## src/rtl/pxb_pkg.sv

```systemverilog
package pxb_pkg;
  localparam int SEL_W = 6;
  localparam int BUS_W = 14;
  localparam logic [7:0] KEY_FIRST  = 8'h46;
  localparam logic [7:0] KEY_SECOND = 8'h57;
  typedef enum logic [1:0] {KEY_IDLE, KEY_HALF, KEY_OPEN} key_state_t;
endpackage

```

## src/rtl/pxb_lock.sv

```systemverilog
module pxb_lock
  import pxb_pkg::*;
(
  input  logic       clk,
  input  logic       rst,
  input  logic       ctrl_wr,
  input  logic       other_wr,
  input  logic [7:0] wbyte,
  input  logic       one_way,
  output logic       locked
);
  key_state_t st;

  always_ff @(posedge clk) begin
    if (rst) begin
      st     <= KEY_IDLE;
      locked <= 1'b0;
    end else if (ctrl_wr) begin
      case (st)
        KEY_IDLE: st <= (wbyte == KEY_FIRST)  ? KEY_HALF : KEY_IDLE;
        KEY_HALF: st <= (wbyte == KEY_SECOND) ? KEY_OPEN : KEY_IDLE;
        default: begin
          st     <= KEY_IDLE;
          locked <= (one_way && locked) ? 1'b1 : wbyte[0];
        end
      endcase
    end else if (other_wr) begin
      st <= KEY_IDLE;
    end
  end
endmodule

```

## src/rtl/pxb_cfg.sv

```systemverilog
module pxb_cfg
  import pxb_pkg::*;
#(
  parameter int NUM_PINS = 8,
  parameter int NUM_IN   = 6,
  parameter int ADDR_W   = 5,
  parameter int IN_BASE  = 1,
  parameter int OUT_BASE = 16,
  localparam int TOT     = (NUM_IN + NUM_PINS) * SEL_W,
  localparam int INJ_W   = $clog2(TOT)
)(
  input  logic              clk,
  input  logic              rst,
  input  logic              wr_ok,
  input  logic [ADDR_W-1:0] addr,
  input  logic [BUS_W-1:0]  wdata,
  input  logic              inj_en,
  input  logic [INJ_W-1:0]  inj_bit,
  output logic [TOT-1:0]    cfg_flat,
  output logic              mismatch
);
  localparam logic [TOT-1:0] RST_VAL =
    {{(NUM_PINS*SEL_W){1'b0}}, {(NUM_IN*SEL_W){1'b1}}};

  logic [TOT-1:0] shadow;

  always_ff @(posedge clk) begin
    if (rst) begin
      cfg_flat <= RST_VAL;
      shadow   <= RST_VAL;
    end else begin
      for (int i = 0; i < NUM_IN; i++) begin
        if (wr_ok && addr == ADDR_W'(IN_BASE + i)) begin
          cfg_flat[i*SEL_W +: SEL_W] <= wdata[SEL_W-1:0];
          shadow[i*SEL_W +: SEL_W]   <= wdata[SEL_W-1:0];
        end
      end
      for (int p = 0; p < NUM_PINS; p++) begin
        if (wr_ok && addr == ADDR_W'(OUT_BASE + p/2)) begin
          cfg_flat[(NUM_IN+p)*SEL_W +: SEL_W] <= (p % 2 == 1) ? wdata[13:8] : wdata[5:0];
          shadow[(NUM_IN+p)*SEL_W +: SEL_W]   <= (p % 2 == 1) ? wdata[13:8] : wdata[5:0];
        end
      end
      if (inj_en && int'(inj_bit) < TOT)
        cfg_flat[inj_bit] <= ~cfg_flat[inj_bit];
    end
  end

  always_ff @(posedge clk) begin
    if (rst) mismatch <= 1'b0;
    else     mismatch <= mismatch | (cfg_flat != shadow);
  end
endmodule

```

## src/rtl/pxb_in_mux.sv

```systemverilog
module pxb_in_mux
  import pxb_pkg::*;
#(
  parameter int NUM_PINS = 8,
  parameter int NUM_IN   = 6
)(
  input  logic                     clk,
  input  logic                     rst,
  input  logic [NUM_IN*SEL_W-1:0]  sel_flat,
  input  logic [NUM_PINS-1:0]      pins,
  output logic [NUM_IN-1:0]        periph_in
);
  for (genvar i = 0; i < NUM_IN; i++) begin : g_in
    logic nxt;
    always_comb begin
      nxt = 1'b0;
      for (int k = 0; k < NUM_PINS; k++)
        if (sel_flat[i*SEL_W +: SEL_W] == SEL_W'(k)) nxt = pins[k];
    end
    always_ff @(posedge clk) begin
      if (rst) periph_in[i] <= 1'b0;
      else     periph_in[i] <= nxt;
    end
  end
endmodule

```

## src/rtl/pxb_out_mux.sv

```systemverilog
module pxb_out_mux
  import pxb_pkg::*;
#(
  parameter int NUM_PINS  = 8,
  parameter int NUM_CODES = 23
)(
  input  logic                      clk,
  input  logic                      rst,
  input  logic [NUM_PINS*SEL_W-1:0] sel_flat,
  input  logic [NUM_PINS-1:0]       gpio_dout,
  input  logic [NUM_PINS-1:0]       gpio_oe,
  input  logic [NUM_CODES-1:1]      per_out,
  input  logic [NUM_CODES-1:1]      per_oe,
  output logic [NUM_PINS-1:0]       pin_out,
  output logic [NUM_PINS-1:0]       pin_oe
);
  for (genvar p = 0; p < NUM_PINS; p++) begin : g_pin
    logic [SEL_W-1:0] code;
    logic d_nxt, e_nxt;
    assign code = sel_flat[p*SEL_W +: SEL_W];
    always_comb begin
      d_nxt = 1'b0;
      e_nxt = 1'b0;
      if (code == '0) begin
        d_nxt = gpio_dout[p];
        e_nxt = gpio_oe[p];
      end else begin
        for (int c = 1; c < NUM_CODES; c++) begin
          if (code == SEL_W'(c)) begin
            d_nxt = per_out[c];
            e_nxt = per_oe[c];
          end
        end
      end
    end
    always_ff @(posedge clk) begin
      if (rst) begin
        pin_out[p] <= 1'b0;
        pin_oe[p]  <= 1'b0;
      end else begin
        pin_out[p] <= d_nxt;
        pin_oe[p]  <= e_nxt;
      end
    end
  end
endmodule

```

## src/rtl/pin_xbar.sv

```systemverilog
module pin_xbar
  import pxb_pkg::*;
#(
  parameter int NUM_PINS  = 8,
  parameter int NUM_IN    = 6,
  parameter int NUM_CODES = 23,
  parameter int ADDR_W    = 5,
  localparam int IN_BASE  = 1,
  localparam int OUT_BASE = 16,
  localparam int TOT      = (NUM_IN + NUM_PINS) * SEL_W,
  localparam int INJ_W    = $clog2(TOT)
)(
  input  logic                 clk,
  input  logic                 rst,
  input  logic [ADDR_W-1:0]    bus_addr,
  input  logic                 bus_wr,
  input  logic [BUS_W-1:0]     bus_wdata,
  output logic [BUS_W-1:0]     bus_rdata,
  input  logic                 one_way_lock,
  input  logic                 fault_inj_en,
  input  logic [INJ_W-1:0]     fault_inj_bit,
  input  logic [NUM_PINS-1:0]  pin_in,
  input  logic [NUM_PINS-1:0]  gpio_dout,
  input  logic [NUM_PINS-1:0]  gpio_oe,
  input  logic [NUM_CODES-1:1] periph_out,
  input  logic [NUM_CODES-1:1] periph_oe,
  output logic [NUM_PINS-1:0]  pin_out,
  output logic [NUM_PINS-1:0]  pin_oe,
  output logic [NUM_IN-1:0]    periph_in,
  output logic                 cfg_mismatch
);
  logic           locked;
  logic           ctrl_wr;
  logic           other_wr;
  logic [TOT-1:0] cfg_flat;
  logic [BUS_W-1:0] rd_nxt;

  assign ctrl_wr  = bus_wr && (bus_addr == '0);
  assign other_wr = bus_wr && (bus_addr != '0);

  pxb_lock u_lock (
    .clk(clk), .rst(rst), .ctrl_wr(ctrl_wr), .other_wr(other_wr),
    .wbyte(bus_wdata[7:0]), .one_way(one_way_lock), .locked(locked)
  );

  pxb_cfg #(.NUM_PINS(NUM_PINS), .NUM_IN(NUM_IN), .ADDR_W(ADDR_W),
            .IN_BASE(IN_BASE), .OUT_BASE(OUT_BASE)) u_cfg (
    .clk(clk), .rst(rst), .wr_ok(other_wr && !locked), .addr(bus_addr),
    .wdata(bus_wdata), .inj_en(fault_inj_en), .inj_bit(fault_inj_bit),
    .cfg_flat(cfg_flat), .mismatch(cfg_mismatch)
  );

  pxb_in_mux #(.NUM_PINS(NUM_PINS), .NUM_IN(NUM_IN)) u_in (
    .clk(clk), .rst(rst), .sel_flat(cfg_flat[NUM_IN*SEL_W-1:0]),
    .pins(pin_in), .periph_in(periph_in)
  );

  pxb_out_mux #(.NUM_PINS(NUM_PINS), .NUM_CODES(NUM_CODES)) u_out (
    .clk(clk), .rst(rst), .sel_flat(cfg_flat[TOT-1:NUM_IN*SEL_W]),
    .gpio_dout(gpio_dout), .gpio_oe(gpio_oe), .per_out(periph_out),
    .per_oe(periph_oe), .pin_out(pin_out), .pin_oe(pin_oe)
  );

  always_comb begin
    rd_nxt = '0;
    if (bus_addr == '0) rd_nxt[0] = locked;
    for (int i = 0; i < NUM_IN; i++)
      if (bus_addr == ADDR_W'(IN_BASE + i))
        rd_nxt[SEL_W-1:0] = cfg_flat[i*SEL_W +: SEL_W];
    for (int m = 0; m < NUM_PINS/2; m++) begin
      if (bus_addr == ADDR_W'(OUT_BASE + m)) begin
        rd_nxt[5:0]  = cfg_flat[(NUM_IN+2*m)*SEL_W +: SEL_W];
        rd_nxt[13:8] = cfg_flat[(NUM_IN+2*m+1)*SEL_W +: SEL_W];
      end
    end
  end

  always_ff @(posedge clk) begin
    if (rst) bus_rdata <= '0;
    else     bus_rdata <= rd_nxt;
  end
endmodule

```

## config.mk

```make
export PLATFORM = sky130hd
export DESIGN_NAME = pin_xbar
export DESIGN_NICKNAME = d
export VERILOG_FILES = /design/src/rtl/pxb_pkg.sv /design/src/rtl/pxb_lock.sv /design/src/rtl/pxb_cfg.sv /design/src/rtl/pxb_in_mux.sv /design/src/rtl/pxb_out_mux.sv /design/src/rtl/pin_xbar.sv
export SDC_FILE = /design/constraint.sdc
export NUM_CORES = 1
export LEC_CHECK = 0
export BUFFER_PORTS_ARGS = -buffer_cell sky130_fd_sc_hd__buf_2
export CAP_MARGIN = 20
export CELL_PAD_IN_SITES_DETAIL_PLACEMENT = 0
export CELL_PAD_IN_SITES_GLOBAL_PLACEMENT = 1
export CORE_ASPECT_RATIO = 0.75
export CORE_MARGIN = 8
export CORE_UTILIZATION = 49
export CTS_CLUSTER_SIZE = 40
export DETAILED_ROUTE_END_ITERATION = 6
export PLACE_DENSITY_LB_ADDON = 0.1
export REMOVE_ABC_BUFFERS = 1
export SLEW_MARGIN = 0
export SYNTH_ARGS = -nofsm -noshare
export SYNTH_HDL_FRONTEND = slang
export SYNTH_HIERARCHICAL = 1
export SYNTH_SLANG_ARGS = --single-unit
```

## constraint.sdc

```tcl
create_clock -name clk -period 3.46 [get_ports clk]
set_input_delay 0 -clock clk [delete_from_list [all_inputs] [get_ports clk]]
set_output_delay 0 -clock clk [all_outputs]
set_load 0.005 [all_outputs]
```

==> flow_metrics.env <==
export IMPL_run_status="finished clean"
export IMPL_gp_congestion=1.096
export IMPL_clkTransAtPathRegs_ns=0.07
export IMPL_synth_xor_area_frac=0.02849
export IMPL_cp_common_cell="o21ai_0"
export IMPL_cp_cell_sequence="nor4b_2 -> a221oi_1 -> o21ai_0 -> o21ai_0 -> o221ai_1 -> dlygate4sd3_1 -> o21ai_0"
export IMPL_die_h_um=173.9
export IMPL_min_period_ns=3.000
export IMPL_core_um2=33160
export IMPL_firstDrtPassIters=6
export IMPL_clockBufferDepth=3
export IMPL_setup_violations=0
export IMPL_post_route_period_util=0.8671
export IMPL_die_x_um=226.6
export IMPL_synth_area_top_cells="dfxtp_1, nand2_1, a21oi_1, mux2i_1, a22oi_1"
export IMPL_ctsResizeCount=0
export IMPL_routed_via_count=19082
export IMPL_crit_path_max_fanout=11
export IMPL_slew_viol_final=0
export IMPL_n_fill_cell=3230
export IMPL_worst_slew_pin_slew_ns=1.074
export IMPL_ant_nets=0
export IMPL_portBuffers=133
export IMPL_finalClockSkew_ns=0.01669
export IMPL_die_area_um2=39410
export IMPL_endpoint_kind="register"
export IMPL_synth_top_family_by_area="compound AO/OA/AOI/OAI gates"
export IMPL_cts_root_buf="clkbuf_16"
export IMPL_crit_required_ns=3.89
export IMPL_cts_sinks=206
export IMPL_synth_cell_types=108
export IMPL_leakage_nw=7.024
export IMPL_final_common_cell="nand2_1"
export IMPL_start_util=0.4914
export IMPL_row_count=58
export IMPL_yosys_area_share_simple=0.2545
export IMPL_synth_compound_area_frac=0.2991
export IMPL_synth_main_ff_cell="dfxtp_1"
export IMPL_cpPeakStageDelay_ns=0.84
export IMPL_rsz0062_at_grt="no"
export IMPL_grt_overflow_total=0
export IMPL_cp_start_kind="register"
export IMPL_viasPerCell=7.174
export IMPL_hp_class="in -> reg"
export IMPL_synth_top_area_share=0.2531
export IMPL_final_nets=2291
export IMPL_hold_slack_ns=0.02520
export IMPL_ir_drop_mv=0.3409
export IMPL_drive_above_1_share=0.1629
export IMPL_synth_top_cell_by_area="dfxtp_1"
export IMPL_synth_cell_area_um2=16300
export IMPL_drc=0
export IMPL_grt_usage=0.3884
export IMPL_final_cell_mix="nand2_1, dfxtp_1, a21oi_1"
export IMPL_synthToLayoutAreaGrowth_pct=13.20
export IMPL_maxCapViolations=0
export IMPL_drt_initial_drc_count=3646
export IMPL_hold_buffers=50
export IMPL_ios=136
export IMPL_synthAdderAreaFrac=0
export IMPL_yosysWarnings=6
export IMPL_critPathSlowestCell="nor4b_2"
export IMPL_slew_headroom=0.2782
export IMPL_seq_area_frac_synth=0.2531
export IMPL_setup_tns_ns=0
export IMPL_n_antenna_cell=0
export IMPL_worstSetupPathType="reg -> reg"
export IMPL_power_density_nw_per_um2=331.0
export IMPL_antenna_found_initial=3
export IMPL_drt_wl_total_mm=81.30
export IMPL_dpl_hpwl_mm=58.74
export IMPL_syn_inst=2095
export IMPL_syn_area_per_cell_um2=7.778
export IMPL_synthMuxAreaShare=0.09421
export IMPL_synth_edf_count=0
export IMPL_postCtsSetupRepairBufs=0
export IMPL_async_flop_share=0
export IMPL_wl_per_cell_um=30.56
export IMPL_synth_seq_cells=206
export IMPL_grt_pass1_vias=16770
export IMPL_h_tree_depth=1
export IMPL_numCtsBuffers=24
export IMPL_max_freq_mhz=333.3
export IMPL_cp_arrival_ns=3.43
export IMPL_grt_max_degree=73
export IMPL_hold_viol=0
export IMPL_grt_pass1_wl_mm=114.9
export IMPL_cts_tree="done"
export IMPL_clk_latency_ns=0.55
==> routing by layer <==
metal,wire [um],part of all wire,GRT usage
met3,14650,0.18,0.1922
met1,33160,0.41,0.5576
met5,180,0.0022,0.007732
met2,30810,0.38,0.4967
met4,2512,0.031,0.1058
==> critical path: cells and delay by family, from the launching register on <==
kind | cells | cell delay (ns)
compound gates | 5 | 0.79
buf+inv | 1 | 0.57
simple gates | 1 | 0.84
flops | 1 | 0.67
==> stage by stage <==
stage               instance area [um2]  setup slack [ns]    util  cells  power, mW
floorplan                         15400            0.2666       -   1915      2.916
global placement                  17170            0.6950  0.5177   2565      3.457
detailed placement                17170            0.5936  0.5177   2565      3.459
CTS                               18440            0.5990  0.5561   2659      6.042
global route                      18450            0.2861  0.5562   2660      6.218
finish                            18450            0.4599  0.5562   2660      6.105
==> final cells by class <==
cell class                      instances  area, um2  area share
Sequential cell                       206       4124      0.2236
Inverter                               66      247.7     0.01343
Multi-Input combinational cell       1643      11050      0.5989
Timing Repair Buffer                  251       1693     0.09177
Clock inverter                          7      71.32    0.003866
Tap cell                              450      563.0     0.03052
Clock buffer                           37      700.7     0.03798
==> worst paths after layout <==
path | start | depth (start not counted) | slack [ns] | endpoint
setup / recovery | u_cfg/cfg_flat[70] | 7 | 0.46 | u_out/pin_oe[5]
hold / removal | pin_in[2] | 4 | 0.03 | u_in/periph_in[0]
setup reg to reg | u_cfg/cfg_flat[70] | 7 | 0.46 | u_out/pin_oe[5]
hold reg to reg | u_cfg/shadow[19] | 2 | 0.46 | u_cfg/shadow[19]
==> flip-flops by register name (all words and copies together), names as in the netlist <==
signal,flops
u_lock/st,2
u_cfg/mismatch,1
u_in/periph_in,6
u_cfg/cfg_flat,84
u_out/pin_oe,8
u_cfg/shadow,84
u_lock/locked,1
bus_rdata,12
u_out/pin_out,8
==> report_power, final <==
| part | total (mW) | switching, mW | internal, mW |
|---|---|---|---|
| Combinational | 1.06 | 0.710 | 0.346 |
| Sequential | 2.47 | 0.0546 | 2.41 |
| Clock | 2.58 | 1.11 | 1.47 |
| Total | 6.10 | 1.87 | 4.23 |
==> cell usage after synthesis, types with 45 or more instances <==
master,instances
a22oi_1,72
dfxtp_1,206
buf_2,67
nor2_1,102
nor3_1,46
o21ai_0,86
inv_1,63
nand2_1,283
mux2i_1,69
a21oi_1,152
clkbuf_1,81
nor2b_1,45
==> logic make-up (layout without fill, tap and decap cells) <==
| group | after synthesis | after routing |
|---|---|---|
| other | 1 | 2 |
| XOR/XNOR | 53 | 53 |
| buffers and inverters | 247 | 361 |
| flip-flops | 206 | 206 |
| multiplexers | 122 | 122 |
| AND/OR/NAND/NOR | 774 | 774 |
| AO/OA/AOI/OAI | 692 | 692 |
(Power assumes the default switching activity.)
